`src/rtl/osc_startup_pkg.sv`:
```
package osc_startup_pkg;

  typedef enum logic [2:0] {
    PH_LOAD = 3'd0,
    PH_RTD  = 3'd1,
    PH_FIX  = 3'd2,
    PH_SU   = 3'd3,
    PH_RUN  = 3'd4,
    PH_ERR  = 3'd5
  } phase_e;

  function automatic int cnt_width(input int a, input int b);
    int m;
    m = (a > b) ? a : b;
    return $clog2(m + 1);
  endfunction

endpackage

```
`src/rtl/osc_fuse_decode.sv`:
```
module osc_fuse_decode #(
  parameter int CW         = 16,
  parameter int RTD_SHORT  = 512,
  parameter int RTD_LONG   = 8192,
  parameter int FIX_CYC    = 14,
  parameter int SU_TINY    = 6,
  parameter int SU_RESON   = 258,
  parameter int SU_MID     = 1024,
  parameter int SU_XTAL    = 16384,
  parameter int SU_LFXTAL  = 32768
) (
  input  logic [3:0]    clk_sel,
  input  logic [1:0]    start_sel,
  output logic [CW-1:0] rtd_n,
  output logic [CW-1:0] fix_n,
  output logic [CW-1:0] su_n,
  output logic          reserved
);

  localparam logic [CW-1:0] C_RS  = CW'(RTD_SHORT);
  localparam logic [CW-1:0] C_RL  = CW'(RTD_LONG);
  localparam logic [CW-1:0] C_FX  = CW'(FIX_CYC);
  localparam logic [CW-1:0] C_ST  = CW'(SU_TINY);
  localparam logic [CW-1:0] C_SR  = CW'(SU_RESON);
  localparam logic [CW-1:0] C_SM  = CW'(SU_MID);
  localparam logic [CW-1:0] C_SX  = CW'(SU_XTAL);
  localparam logic [CW-1:0] C_SL  = CW'(SU_LFXTAL);

  logic [2:0] xkey;
  assign xkey = {clk_sel[0], start_sel};

  always_comb begin
    rtd_n    = '0;
    fix_n    = C_FX;
    su_n     = C_ST;
    reserved = 1'b0;
    if (clk_sel[3]) begin
      // resonator / crystal family
      case (xkey)
        3'b000, 3'b001:         su_n = C_SR;
        3'b010, 3'b011, 3'b100: su_n = C_SM;
        default:                su_n = C_SX;
      endcase
      case (xkey)
        3'b000, 3'b011, 3'b110: rtd_n = C_RS;
        3'b001, 3'b100, 3'b111: rtd_n = C_RL;
        default:                rtd_n = '0;
      endcase
    end else if (clk_sel[0]) begin
      reserved = 1'b1;
    end else if (clk_sel[2:1] == 2'b11) begin
      // low-frequency crystal
      fix_n = '0;
      case (start_sel)
        2'b00:   begin su_n = C_SM; rtd_n = C_RS; end
        2'b01:   begin su_n = C_SM; rtd_n = C_RL; end
        2'b10:   begin su_n = C_SL; rtd_n = C_RL; end
        default: reserved = 1'b1;
      endcase
    end else begin
      // external, internal RC, watchdog oscillator
      case (start_sel)
        2'b00:   rtd_n = '0;
        2'b01:   rtd_n = C_RS;
        2'b10:   rtd_n = C_RL;
        default: reserved = 1'b1;
      endcase
    end
  end

endmodule

```
`src/rtl/osc_phase_counter.sv`:
```
module osc_phase_counter #(
  parameter int CW = 16
) (
  input  logic          clk,
  input  logic          rst_n,
  input  logic          clr,
  input  logic          tick,
  input  logic [CW-1:0] target,
  output logic          last
);

  logic [CW-1:0] cnt;

  always_ff @(posedge clk or negedge rst_n) begin
    if (!rst_n)      cnt <= '0;
    else if (clr)    cnt <= '0;
    else if (tick)   cnt <= cnt + CW'(1);
  end

  assign last = tick && (target != '0) && (cnt == target - CW'(1));

  AST_CNT_BELOW_TARGET: assert property (@(posedge clk) disable iff (!rst_n)
    (target != '0) |-> (cnt < target)) else $error("count passed budget");

endmodule

```
`src/rtl/osc_startup_seq.sv`:
```
module osc_startup_seq #(
  parameter int RTD_SHORT  = 512,
  parameter int RTD_LONG   = 8192,
  parameter int FIX_CYC    = 14,
  parameter int SU_TINY    = 6,
  parameter int SU_RESON   = 258,
  parameter int SU_MID     = 1024,
  parameter int SU_XTAL    = 16384,
  parameter int SU_LFXTAL  = 32768
) (
  input  logic       clk,
  input  logic       rst_n,
  input  logic       osc_tick,
  input  logic       wdt_tick,
  input  logic       wake_req,
  input  logic [3:0] clk_sel,
  input  logic [1:0] start_sel,
  output logic       run_en,
  output logic       busy,
  output logic       cfg_err
);
  import osc_startup_pkg::*;

  localparam int CW = cnt_width(cnt_width(SU_LFXTAL, SU_XTAL) > cnt_width(RTD_LONG, FIX_CYC)
                                  ? SU_LFXTAL : RTD_LONG,
                                SU_XTAL > RTD_LONG ? SU_XTAL : RTD_LONG);

  phase_e        ph, nxt;
  logic [CW-1:0] rtd_d, fix_d, su_d;
  logic [CW-1:0] rtd_q, fix_q, su_q;
  logic          rsv_d;
  logic [CW-1:0] tgt;
  logic          cnt_tick, cnt_last, cnt_clr;

  osc_fuse_decode #(
    .CW(CW), .RTD_SHORT(RTD_SHORT), .RTD_LONG(RTD_LONG), .FIX_CYC(FIX_CYC),
    .SU_TINY(SU_TINY), .SU_RESON(SU_RESON), .SU_MID(SU_MID),
    .SU_XTAL(SU_XTAL), .SU_LFXTAL(SU_LFXTAL)
  ) u_dec (
    .clk_sel  (clk_sel),
    .start_sel(start_sel),
    .rtd_n    (rtd_d),
    .fix_n    (fix_d),
    .su_n     (su_d),
    .reserved (rsv_d)
  );

  always_comb begin
    nxt = ph;
    case (ph)
      PH_LOAD: begin
        if (rsv_d)              nxt = PH_ERR;
        else if (rtd_d != '0)   nxt = PH_RTD;
        else if (fix_d != '0)   nxt = PH_FIX;
        else                    nxt = PH_SU;
      end
      PH_RTD:  if (cnt_last) nxt = (fix_q != '0) ? PH_FIX : PH_SU;
      PH_FIX:  if (cnt_last) nxt = PH_SU;
      PH_SU:   if (cnt_last) nxt = PH_RUN;
      PH_RUN:  if (wake_req) nxt = PH_SU;
      default: nxt = PH_ERR;
    endcase
  end

  always_comb begin
    case (ph)
      PH_RTD:  begin tgt = rtd_q; cnt_tick = wdt_tick; end
      PH_FIX:  begin tgt = fix_q; cnt_tick = osc_tick; end
      PH_SU:   begin tgt = su_q;  cnt_tick = osc_tick; end
      default: begin tgt = '0;    cnt_tick = 1'b0;     end
    endcase
  end

  assign cnt_clr = (nxt != ph);

  osc_phase_counter #(.CW(CW)) u_cnt (
    .clk   (clk),
    .rst_n (rst_n),
    .clr   (cnt_clr),
    .tick  (cnt_tick),
    .target(tgt),
    .last  (cnt_last)
  );

  always_ff @(posedge clk or negedge rst_n) begin
    if (!rst_n) begin
      ph    <= PH_LOAD;
      rtd_q <= '0;
      fix_q <= '0;
      su_q  <= '0;
    end else begin
      ph <= nxt;
      if (ph == PH_LOAD) begin
        rtd_q <= rtd_d;
        fix_q <= fix_d;
        su_q  <= su_d;
      end
    end
  end

  assign run_en  = (ph == PH_RUN);
  assign cfg_err = (ph == PH_ERR);
  assign busy    = (ph == PH_LOAD) || (ph == PH_RTD) || (ph == PH_FIX) || (ph == PH_SU);

  AST_RUN_AFTER_OSC_TICK: assert property (@(posedge clk) disable iff (!rst_n)
    $rose(run_en) |-> $past(osc_tick)) else $error("run without final tick");

  AST_WAKE_DROPS_RUN: assert property (@(posedge clk) disable iff (!rst_n)
    (run_en && wake_req) |=> (!run_en && busy)) else $error("wake ignored");

  AST_ERR_STICKY: assert property (@(posedge clk) disable iff (!rst_n)
    cfg_err |=> (cfg_err && !run_en)) else $error("error cleared");

  AST_BUSY_NO_WAKE_EFFECT: assert property (@(posedge clk) disable iff (!rst_n)
    (busy && !cnt_last && wake_req) |=> busy) else $error("wake left busy");

endmodule

```
`config.mk`:
```
export PLATFORM = sky130hd
export DESIGN_NAME = osc_startup_seq
export DESIGN_NICKNAME = d
export VERILOG_FILES = /design/src/rtl/osc_startup_pkg.sv /design/src/rtl/osc_fuse_decode.sv /design/src/rtl/osc_phase_counter.sv /design/src/rtl/osc_startup_seq.sv
export SDC_FILE = /design/constraint.sdc
export NUM_CORES = 1
export LEC_CHECK = 0
export BUFFER_PORTS_ARGS = -buffer_cell sky130_fd_sc_hd__buf_2
export CORE_ASPECT_RATIO = 1.75
export CORE_MARGIN = 5
export CORE_UTILIZATION = 45
export DETAILED_ROUTE_END_ITERATION = 8
export SETUP_SLACK_MARGIN = 0.05
export SLEW_MARGIN = 15
export SYNTH_ARGS = -nofsm -noshare
export SYNTH_HDL_FRONTEND = slang
export SYNTH_HIERARCHICAL = 1
export SYNTH_SLANG_ARGS = --single-unit
```
`constraint.sdc`:
```
create_clock -name clk -period 11.72 [get_ports clk]
set_clock_uncertainty 0.1 [all_clocks]
set_input_delay 2.344 -clock clk [delete_from_list [all_inputs] [get_ports clk]]
set_output_delay 2.344 -clock clk [all_outputs]
set_load 0.01 [all_outputs]
```
* Word-level counts from Yosys, hierarchy flattened
Index checks and enable logic that the tools add are counted.
Word-level totals: flip-flop bits (word level) 67, input bits 11, output and inout port bits 3
Cells by class: add/sub/neg operators 2, equality and inequality tests 16, multiplexer cells 30, reduce and logical (&&, ||, !) cells 21
Operators by type and width (number):
- 16-bit 2-to-1 mux | 10
- 14-bit one-hot mux with 2 select lines | 3
- 16-bit nonzero test | 4
- 16-bit one-hot mux with 3 select lines | 1
- 16-bit one-hot mux with 2 select lines | 1
- 15-bit one-hot mux with 2 select lines | 1
- 16-bit by 1-bit adder with 16-bit output (second input constant) | 1
- 16-bit == test | 1
- 16-bit by 1-bit subtractor with 16-bit output (second input constant) | 1
- 3-bit == test (second input constant) | 5
- 3-bit 2-to-1 mux | 5
- 3-bit one-hot mux with 5 select lines | 1
- 3-bit by 2-bit == test with 1-bit output (second input constant) | 4
- 3-bit OR reduction | 4
- 2-bit OR reduction | 4
- 3-bit by 1-bit == test with 1-bit output (second input constant) | 2
- 3-bit zero test | 2
- 1-bit 2-to-1 mux | 5
- 2-bit == test (second input constant) | 2
- 4-bit 2-to-1 mux | 1
- 1-bit logical OR | 3
- 3-bit inequality test | 1
- 2-bit by 1-bit == test with 1-bit output (second input constant) | 1
- 1-bit logical AND | 2
- other kinds (4) | 4

* Logic depth before layout (Yosys ltp)
Gate-level depths: netlist of run 1.
depth after elaboration 12, depth in mapped cells 23

* Modules after synthesis
The synthesis of run 1 kept the hierarchy.
By module, submodules not included:
- osc_startup_seq | instances 1, cells an instance 205, area an instance 2521.2 um^2, sequential area each 1276.2 um^2
- osc_phase_counter | instances 1, cells an instance 160, area an instance 1347.5 um^2, sequential area each 400.4 um^2
- osc_fuse_decode | instances 1, cells an instance 74, area an instance 526.8 um^2, sequential area each 0.0 um^2

* Worst setup path before layout of run 1
OpenSTA, ideal clock, no wires.
path type input to register, start point input osc_tick, end point register u_cnt.cnt[13], data arrival time 4.993 ns, data required time 11.488 ns, setup slack 6.496 ns, cell stages on the path 17, buffers on the path 2, cell sequence a22oi_1 -> nor2_1 -> clkbuf_1 -> nand3_1 -> nor4_1 -> nand4_1 -> nor3_2 -> a21o_1 -> o31a_1 -> o32a_1 -> clkbuf_1 -> o2111ai_1 -> nor2_1 -> and4_1 -> nand3_1 -> xor2_1 -> nor2_1
On the way: cells in the longest elaborated chain, start to end 7, elaborated cells between the ends (all ways) 10
RTL lines:
- from (decl) | line osc_startup_seq.sv:13 | input logic osc_tick,
- 1-bit one-hot mux with 2 select lines * | line osc_startup_seq.sv:66 | case (ph)
- via cnt_tick | line osc_startup_seq.sv:33 | logic cnt_tick, cnt_last, cnt_clr;
- 1-bit logical AND * (2 in series) | line osc_phase_counter.sv:20 | assign last = tick && (target != '0) && (cnt == target - CW'(1));
- via cnt_last | line osc_startup_seq.sv:33
- 3-bit 2-to-1 mux, on equally long branches | line osc_startup_seq.sv:59, osc_startup_seq.sv:57, osc_startup_seq.sv:58
- 3-bit one-hot mux with 5 select lines * | line osc_startup_seq.sv:50 | case (ph)
- 3-bit inequality test * | line osc_startup_seq.sv:74 | assign cnt_clr = (nxt != ph);
- via cnt_clr | line osc_startup_seq.sv:33
- 16-bit 2-to-1 mux or 2-bit nonzero test (tied branches)
- to (signal assigned) | line osc_phase_counter.sv:17 | else if (tick) cnt <= cnt + CW'(1);
- to (decl) | line osc_phase_counter.sv:12 | logic [CW-1:0] cnt;
The timed path passes the listed nets; every way through them passes the cells marked *. A chain may end at the register's enable or synchronous reset.

* Worst setup path after layout of run 1
start point register ph[0], end point register u_cnt.cnt[13]
On the way: cells in the longest elaborated chain, start to end 9, elaborated cells between the ends (all ways) 21
RTL lines:
- from (decl) | line osc_startup_seq.sv:28 | phase_e ph, nxt;
- from (signal assigned) | line osc_startup_seq.sv:92 | ph <= nxt;
- 3-bit by 2-bit == test with 1-bit output or 3-bit by 1-bit == test with 1-bit output (tied branches) | line osc_startup_seq.sv:66
- 16-bit one-hot mux with 3 select lines * | line osc_startup_seq.sv:66
- via tgt[2] | line osc_startup_seq.sv:32 | logic [CW-1:0] tgt;
- 16-bit by 1-bit subtractor with 16-bit output or 16-bit nonzero test (tied branches) | line osc_phase_counter.sv:20
- 16-bit == test or 1-bit logical AND (tied branches) | line osc_phase_counter.sv:20
- 1-bit logical AND * | line osc_phase_counter.sv:20
- via cnt_last | line osc_startup_seq.sv:33
- 3-bit 2-to-1 mux, on equally long branches | line osc_startup_seq.sv:59, osc_startup_seq.sv:57, osc_startup_seq.sv:58
- 3-bit one-hot mux with 5 select lines * | line osc_startup_seq.sv:50
- 3-bit inequality test * | line osc_startup_seq.sv:74
- via cnt_clr | line osc_startup_seq.sv:33
- 16-bit 2-to-1 mux or 2-bit nonzero test (tied branches)
Marked as above.

==> impl_metrics.py, run 1 <==
metrics = {
    "status": {
        "outcome": "completed",
    },
    "hold_path": {
        "min_path_type": "flop to flop",
    },
    "logic_synthesis": {
        "syn_area_um2": 4400,
        "async_flop_share_pct": 100,
        "seq_area_frac_synth_pct": 38.1,
        "synth_edf_count": 0,
        "synth-seq-cells": 67,
        "syn_area_per_cell_um2": 10.0,
        "synth-main-ff-cell": "dfrtp_1",
        "ys_warn_count": 6,
        "yosysUniqueCellTypes": 62,
        "synth_cells": 439,
    },
    "placed_design": {
        "dp_slack_ns": 5.63,
        "hpwl_mm": 7.35,
        "io_buffers": 13,
        "placed_area_um2": 4400,
        "finalWeightedCongestion": 0.882,
    },
    "sta": {
        "fin_crit_sh_pct": 50.2,
        "final_hold_viol_count": 0,
        "fmax_mhz": 170,
        "worstMarginPinSlew_ns": 0.877,
        "tns_ns": 0,
        "fin_crit_ns": 5.89,
        "finalSetupViolCount": 0,
        "fin_ws_ns": 5.83,
        "slew_headroom_pct": 41.5,
        "slew_violations": 0,
        "rsz0062_at_grt": "no",
    },
    "global_routing": {
        "grt_first_pass_wirelength_mm": 16.6,
        "antenna_found_initial": 0,
        "grt_pass1_vias": 3281,
        "grt_overflow": 0,
        "grt_max_degree": 68,
        "grt_usage_pct": 17.7,
    },
    "clock_tree": {
        "numCtsBuffers": 9,
        "worstSkewPairLatency_ns": 0.34,
        "cts_tree": "done",
        "post_cts_resized": 0,
        "clkTransAtPathRegs_ns": 0.06,
        "cts_buffer_depth": 2,
        "htreeDepth": 3,
        "root_buffer": "clkbuf_16",
        "cts_setup_buffers": 0,
        "cts_hold_buf": 0,
        "clock_sinks": 67,
    },
    "route": {
        "drc": 0,
        "route.final.wire_length_mm": 9.74,
        "vias": 3131,
        "ant_nets": 0,
        "drt_iter0_drc": 168,
        "post_drt_wl_per_cell_um": 17.1,
        "viasPerCell": 5.48,
        "drt_first_pass_iters": 4,
    },
    "floorplan": {
        "die_w_um": 84.7,
        "core.rowCount": 47,
        "io_pins": 14,
        "core_area_um2": 9530,
        "die_h_um": 141,
        "die-area_um2": 11900,
        "start_util_pct": 46.1,
    },
    "power": {
        "power_frac_comb_pct": 3.7,
        "max-vdd-ir-drop_mv": 0.0690,
        "power_w": 0.000509,
        "power_density_nw_per_um2": 109,
        "clockPowerShare_pct": 50.9,
        "power_switching_w": 0.000118,
        "cell_internal_pwr_w": 0.000391,
        "p_leak_nw": 2.19,
        "swShare_pct": 23.1,
        "seq_power_share_pct": 45.4,
    },
    "cells_and_area": {
        "multi_input_area_um2": 2430,
        "nets": 463,
        "seq_area_um2": 1680,
        "final_area_um2": 4690,
        "mostFrequentLayoutCell": "dfrtp_1",
        "n_antenna_cell": 0,
        "syn2layout_area_growth_pct": 6.60,
        "layout_common_cells": "dfrtp_1 (67), mux2_2 (60), nor2_1 (47)",
        "drive_gt1_share_pct": 23.8,
        "nFillCells": 934,
    },
    "setup_path": {
        "cp.arrival_ns": 5.97,
        "path_cells": "buf_4 -> mux2_2 -> a22oi_1 -> nor2_1 -> nor4_1 -> nand3_1 -> or4b_1 -> o211ai_1 -> mux2i_1 -> nor3_2 -> a21o_1 -> o31a_1 -> o32a_1 -> o2111ai_1 -> nor2_1 -> and4_1 -> nand3_1 -> xor2_1 -> nor2_1",
        "critical_path_class": "flop to flop",
        "critPathBufInv": 1,
        "cp_top_family": "simple AND/OR/NAND/NOR gates",
        "critPathMaxFanout": 21,
        "start_kind": "flop",
        "required_ns": 11.81,
        "cp_common_cell": "nor2_1",
        "cp_slowest_cell": "nor4_1",
        "end_kind": "flop",
        "max_stage_delay_ns": 0.62,
    },
    "run": {
        "maxCapViolCount": 0,
    },
}
-- power by group through the flow --
| stage | Clock [W] | Combinational [W] | Sequential (W) |
|---|---|---|---|
| 2_1_floorplan | 0 | 0.0000175 | 0.000236 |
| 3_3_place_gp | 0 | 0.0000175 | 0.000236 |
| 3_5_place_dp | 0 | 0.0000179 | 0.000236 |
| 4_1_cts | 0.000264 | 0.0000180 | 0.000231 |
| 5_1_grt | 0.000275 | 0.0000221 | 0.000231 |
| 6_report | 0.000259 | 0.0000187 | 0.000231 |
-- logic make-up (layout without fill, tap and decap cells) --
| logic type | Yosys count | in the layout | share of synthesized area [%] |
|---|---|---|---|
| DFF | 67 | 67 | 38.1 |
| other | 1 | 37 | 0.0853 |
| and+or+nand+nor | 135 | 135 | 16.4 |
| AOI/OAI and AO/OA | 56 | 56 | 9.17 |
| xor gates and xnor gates | 34 | 34 | 6.77 |
| adders and majority gates | 8 | 8 | 2.28 |
| buffers and inverters | 70 | 44 | 9.88 |
| muxes | 68 | 68 | 17.3 |
-- sequential cells by signal, indices dropped and copies added, names as in the netlist --
register	count
ph	3
su_q	16
rtd_q	16
fix_q	16
u_cnt/cnt	16
-- stage by stage --
step                cells  utilization [%]  hold WS (ns)
floorplan             475                -         0.375
global placement      555             46.1         0.386
detailed placement    555             46.1         0.393
CTS                   571             49.2         0.409
global route          571             49.2         0.430
finish                571             49.2         0.405
-- final timing paths --
check                        start            end  slack (ns)  cells past startpoint
min in group asynchronous    rst_n       rtd_q[3]        2.10                      2
max                          ph[0]  u_cnt/cnt[13]        5.83                     19
max reg2reg                  ph[0]  u_cnt/cnt[13]        5.83                     19
min                        su_q[2]        su_q[2]        0.40                      1
max in group asynchronous    rst_n      rtd_q[15]        8.84                      2
min reg2reg                su_q[2]        su_q[2]        0.40                      1
-- area by class of cell --
| cell class | count | share of cell area [%] |
|---|---|---|
| multi-input combinational | 338 | 51.8 |
| sequential | 67 | 35.8 |
| clock buffer | 11 | 5.39 |
| tap | 122 | 3.26 |
| timing repair buffer | 18 | 2.19 |
| clock inverter | 5 | 0.801 |
| inverter | 10 | 0.801 |
-- cells in the mapped netlist, types with 9 or more instances --
cell     count  area [um2]
a22oi_1     18         135
buf_2        9        45.0
buf_4       40         300
dfrtp_1     67        1680
inv_1        9        33.8
mux2_2      60         676
nand2_1     10        37.5
nand3_1     14        70.1
nand4_1      9        56.3
nor2_1      47         176
nor3_1      13        65.1
nor4_1      13        81.3
xnor2_1     19         166
xor2_1      15         131
-- worst reg2reg max path, delay by kind of cell (launching register included) --
family	cells	cell delay (ns)
compound gates	6	1.48
xor+xnor	1	0.15
buf+inv	1	0.34
flops	1	0.46
mux	2	0.55
simple gates	9	2.64
-- metal layers --
metal	vias up	GRT usage, %	share of wire (%)
met5	-	0	0
met3	21	3.33	2.5
met2	60	32.4	56
met1	1531	19.3	38
met4	0	8.51	3.4
li1	1519	-	-
Power figures use the tool's default switching activity.
==> inputs of run 2 (changes only) <==
clock period = 5.55 ns   (was 11.72 ns; I/O delays follow)
==> impl_metrics.py, run 2 (same netlist as run 1, synthesis figures left out) <==
metrics = {
    "status": {
        "outcome": "completed",
    },
    "power": {
        "power_switching_w": 0.000236,
        "power_density_nw_per_um2": 241,
        "power_frac_comb_pct": 3.4,
        "seq_power_share_pct": 42.4,
        "swShare_pct": 20.5,
        "clockPowerShare_pct": 54.1,
        "cell_internal_pwr_w": 0.000917,
        "power_w": 0.00115,
        "p_leak_nw": 2.25,
        "max-vdd-ir-drop_mv": 0.155,
    },
    "clock_tree": {
        "cts_tree": "done",
        "htreeDepth": 3,
        "clock_sinks": 67,
        "clkTransAtPathRegs_ns": 0.05,
        "numCtsBuffers": 9,
        "cts_buffer_depth": 2,
        "root_buffer": "clkbuf_16",
        "cts_setup_buffers": 0,
        "worstSkewPairLatency_ns": 0.33,
    },
    "route": {
        "wl_met1_mm": 3.74,
        "drt_iter0_drc": 146,
        "drt_first_pass_iters": 5,
        "ant_nets": 0,
        "post_drt_wl_per_cell_um": 17.4,
        "route.met2.wl_mm": 5.58,
        "drc": 0,
        "met3_length_um": 304,
        "viasPerCell": 5.46,
        "vias": 3164,
        "dr.max_layer_used": "met4",
        "route.final.wire_length_mm": 10.0,
    },
    "sta": {
        "fmax_mhz": 200,
        "finalSetupViolCount": 0,
        "worstMarginPinSlew_ns": 0.644,
        "slew_headroom_pct": 56.9,
        "rsz0062_at_grt": "no",
        "fin_crit_ns": 5.01,
        "tns_ns": 0,
        "slew_violations": 0,
        "final_hold_viol_count": 0,
        "fin_ws_ns": 0.539,
        "fin_crit_sh_pct": 90.3,
    },
    "floorplan": {
        "core.rowCount": 47,
        "io_pins": 14,
        "core_area_um2": 9530,
        "start_util_pct": 46.1,
        "die-area_um2": 11900,
        "die_h_um": 141,
        "die_w_um": 84.7,
    },
    "setup_path": {
        "path_cells": "buf_4 -> mux2_2 -> a22oi_1 -> nor2_1 -> nor4_2 -> nand3_1 -> or4b_1 -> o211ai_1 -> mux2i_1 -> nor3_2 -> a21o_1 -> o31a_1 -> o32a_1 -> o2111ai_1 -> nor2_1 -> and4_1 -> nand3_1 -> xor2_1 -> nor2_1",
        "cp_slowest_cell": "or4b_1",
        "max_stage_delay_ns": 0.54,
        "cp.arrival_ns": 5.13,
        "regToRegSetupSlack_ns": 0.54,
        "required_ns": 5.67,
        "cp_common_cell": "nor2_1",
        "critPathMaxFanout": 18,
        "reg2reg_from": "ph[0]",
        "r2r_end": "u_cnt/cnt[11]",
        "r2r.worst_path.cells": 19,
        "start_kind": "flop",
        "critical_path_class": "flop to flop",
        "end_kind": "flop",
    },
    "cells_and_area": {
        "syn2layout_area_growth_pct": 9.00,
        "mostFrequentLayoutCell": "dfrtp_1",
        "layout.cells.non_filler": 579,
        "layout_common_cells": "dfrtp_1 (67), mux2_2 (60), nor2_1 (47)",
        "drive_gt1_share_pct": 25.2,
        "n_antenna_cell": 0,
        "nets": 471,
    },
    "global_routing": {
        "grt_overflow": 0,
        "grt_max_degree": 51,
        "grt_first_pass_wirelength_mm": 16.6,
        "antenna_found_initial": 0,
        "grt_pass1_vias": 3288,
        "grt_usage_pct": 17.9,
    },
    "placed_design": {
        "finalWeightedCongestion": 0.924,
        "hpwl_mm": 7.86,
        "dp_slack_ns": 0.340,
        "placedCellCount": 563,
        "io_buffers": 13,
    },
    "run": {
        "maxCapViolCount": 0,
    },
    "hold_path": {
        "hold_depth": 1,
        "hold_start": "rtd_q[15]",
        "whs_endpoint": "rtd_q[15]",
        "min_path_type": "flop to flop",
    },
}
## run 2: critical path, delay by kind of cell (launching register included)
| family | cells | cell delay (ns) |
|---|---|---|
| XOR/XNOR | 1 | 0.15 |
| flip-flops | 1 | 0.52 |
| AO/OA/AOI/OAI | 6 | 0.96 |
| AND/OR/NAND/NOR | 9 | 2.33 |
| buffers and inverters | 1 | 0.31 |
| multiplexers | 2 | 0.51 |
## run 2: final cells by class
class	instances	area [um2]
inverters	10	37.5
flip-flops and latches	67	1680
clock inverters	4	72.6
fillers	932	4740
well taps	122	153
clock buffers	12	256
multi-input cells	338	2430
repair buffers	26	163
## run 2: worst max path at each step
stage	start	end	slack (ns)	cells after the start
after global routing	ph[0]	u_cnt/cnt[13]	0.23	19
after floorplan	ph[0]	u_cnt/cnt[13]	0.82	23
after global placement	ph[0]	u_cnt/cnt[15]	0.39	19
final	ph[0]	u_cnt/cnt[11]	0.54	19
after detailed placement	ph[0]	u_cnt/cnt[11]	0.34	19
after CTS	ph[0]	u_cnt/cnt[11]	0.34	19
## run 2: power groups by stage
stage	registers (W)	clock network, W	logic [W]
6_report	0.000489	0.000624	0.0000395
4_1_cts	0.000489	0.000637	0.0000379
3_3_place_gp	0.000497	0	0.0000370
2_1_floorplan	0.000498	0	0.0000370
3_5_place_dp	0.000497	0	0.0000380
5_1_grt	0.000488	0.000663	0.0000468
## run 2: per-layer routing
layer / vias up / global-route usage [%]
met1: 1546 / 18.8
li1: 1530 / -
met4: 0 / 9.59
met5: - / 0
met2: 67 / 33.1
met3: 21 / 3.33
## run 2: what timing repair did
| item | CTS | global route |
|---|---|---|
| setup endpoints to repair | 0 | 5 |
| resized for setup | 0 | 1 |
| hold buffers | 0 | 0 |
## run 2: metrics by stage
step	cell area [um2]	hold WS [ns]	util, %
floorplan	4530	0.375	-
global placement	4460	0.393	46.8
detailed placement	4460	0.397	46.8
CTS	4780	0.417	50.2
global route	4790	0.429	50.3
finish	4790	0.415	50.3
==> inputs of run 3 (changes only) <==
REMOVE_ABC_BUFFERS = 1   (was default)
SETUP_SLACK_MARGIN = default   (was 0.05)
==> impl_metrics.py, run 3 (same netlist as run 1, synthesis figures left out) <==
metrics = {
    "status": {
        "outcome": "completed",
    },
    "placed_design": {
        "hpwl_mm": 7.72,
        "io_buffers": 13,
        "finalWeightedCongestion": 0.880,
    },
    "setup_path": {
        "cp_slowest_cell": "dfrtp_1",
        "cp.arrival_ns": 5.24,
        "required_ns": 5.67,
        "cp_top_family": "simple AND/OR/NAND/NOR gates",
        "critical_path_class": "flop to flop",
        "critPathBufInv": 2,
        "start_kind": "flop",
        "cp_common_cell": "nor2_1",
        "end_kind": "flop",
        "max_stage_delay_ns": 0.68,
        "critPathMaxFanout": 16,
        "path_cells": "buf_4 -> mux2_2 -> a22oi_1 -> nor2_1 -> buf_4 -> nor4_1 -> nand4_1 -> xnor2_1 -> a2111oi_2 -> nand4_1 -> nor3_2 -> a21o_1 -> o31a_1 -> o32a_1 -> o2111ai_1 -> nor2_1 -> and4_1 -> nand3_1 -> xor2_1 -> nor2_1",
    },
    "global_routing": {
        "grt_usage_pct": 18.1,
        "antenna_found_initial": 0,
        "grt_overflow": 0,
        "grt_max_degree": 51,
        "grt_pass1_vias": 3359,
        "grt_first_pass_wirelength_mm": 16.9,
    },
    "route": {
        "drt_first_pass_iters": 4,
        "drc": 0,
        "post_drt_wl_per_cell_um": 17.1,
        "vias": 3171,
        "route.final.wire_length_mm": 9.99,
        "drt_iter0_drc": 111,
        "ant_nets": 0,
        "viasPerCell": 5.43,
    },
    "sta": {
        "whs_ns": 0.411,
        "fin_crit_ns": 5.11,
        "slew_headroom_pct": 57.6,
        "rsz0062_at_grt": "no",
        "fin_crit_sh_pct": 92.1,
        "tns_ns": 0,
        "slew_violations": 0,
        "finalSetupViolCount": 0,
        "fmax_mhz": 196,
        "worstMarginPinSlew_ns": 0.636,
        "final_hold_viol_count": 0,
    },
    "clock_tree": {
        "root_buffer": "clkbuf_16",
        "cts_tree": "done",
        "post_cts_resized": 0,
        "numCtsBuffers": 9,
        "htreeDepth": 3,
        "clkTransAtPathRegs_ns": 0.06,
        "cts_buffer_depth": 2,
        "cts_setup_buffers": 0,
        "clock_sinks": 67,
        "worstSkewPairLatency_ns": 0.33,
        "cts_hold_buf": 0,
    },
    "power": {
        "p_leak_nw": 2.26,
        "swShare_pct": 23.0,
        "power_density_nw_per_um2": 233,
        "seq_power_share_pct": 43.6,
        "power_switching_w": 0.000258,
        "cell_internal_pwr_w": 0.000863,
        "clockPowerShare_pct": 52.9,
        "power_frac_comb_pct": 3.5,
        "power_w": 0.00112,
        "max-vdd-ir-drop_mv": 0.148,
    },
    "cells_and_area": {
        "mostFrequentLayoutCell": "dfrtp_1",
        "multi_input_area_um2": 2430,
        "seq_area_um2": 1680,
        "layout_common_cells": "dfrtp_1 (67), mux2_2 (60), nor2_1 (47)",
        "nets": 476,
        "n_antenna_cell": 0,
        "syn2layout_area_growth_pct": 9.28,
        "drive_gt1_share_pct": 26.0,
        "nFillCells": 932,
    },
    "floorplan": {
        "die-area_um2": 11900,
        "io_pins": 14,
        "die_h_um": 141,
        "core_area_um2": 9530,
        "core.rowCount": 47,
        "start_util_pct": 46.1,
        "die_w_um": 84.7,
    },
    "run": {
        "maxCapViolCount": 0,
    },
    "hold_path": {
        "min_path_type": "flop to flop",
    },
}
run 3: path summary, 6_finish.rpt:
path | startpoint | end | slack [ns] | cells past startpoint
worst max-delay path | ph[0] | u_cnt/cnt[11] | 0.44 | 20
worst min-delay path | su_q[11] | su_q[11] | 0.41 | 1
worst max register to register | ph[0] | u_cnt/cnt[11] | 0.44 | 20
worst min register to register | su_q[11] | su_q[11] | 0.41 | 1
max in group asynchronous | rst_n | fix_q[11] | 3.70 | 2
min in group asynchronous | rst_n | u_cnt/cnt[0] | 0.66 | 1
run 3: power by group through the flow:
stage | Sequential [W] | Combinational [W] | Clock [W]
floorplan | 0.000498 | 0.0000176 | 0
global placement | 0.000497 | 0.0000375 | 0
detailed placement | 0.000497 | 0.0000385 | 0
CTS | 0.000488 | 0.0000385 | 0.000602
global route | 0.000488 | 0.0000466 | 0.000623
finish | 0.000489 | 0.0000395 | 0.000593
run 3: metrics by stage:
stage | util (%) | instances | area (um2) | setup slack [ns]
final | 50.4 | 584 | 4800 | 0.437
after global routing | 50.4 | 584 | 4800 | 0.0702
after CTS | 50.4 | 584 | 4800 | 0.419
after detailed placement | 47.2 | 568 | 4490 | 0.419
after global placement | 47.2 | 568 | 4490 | 0.458
after floorplan | - | 415 | 4130 | 0.355
run 3: layout make-up:
cell class / instances / area share (%)
multi-input combinational: 338 / 50.5
sequential: 67 / 34.9
clock buffer: 10 / 4.98
timing repair buffer: 31 / 4.17
tap: 122 / 3.18
clock inverter: 6 / 1.48
inverter: 10 / 0.781
run 3: metal layers:
metal | routed length [um] | up-vias | part of all wire [%] | track usage [%]
met5 | 0 | - | 0 | 0
met2 | 5530 | 43 | 55 | 32.6
li1 | - | 1546 | - | -
met3 | 236 | 22 | 2.4 | 3.50
met4 | 333 | 0 | 3.3 | 8.76
met1 | 3890 | 1560 | 39 | 20.0
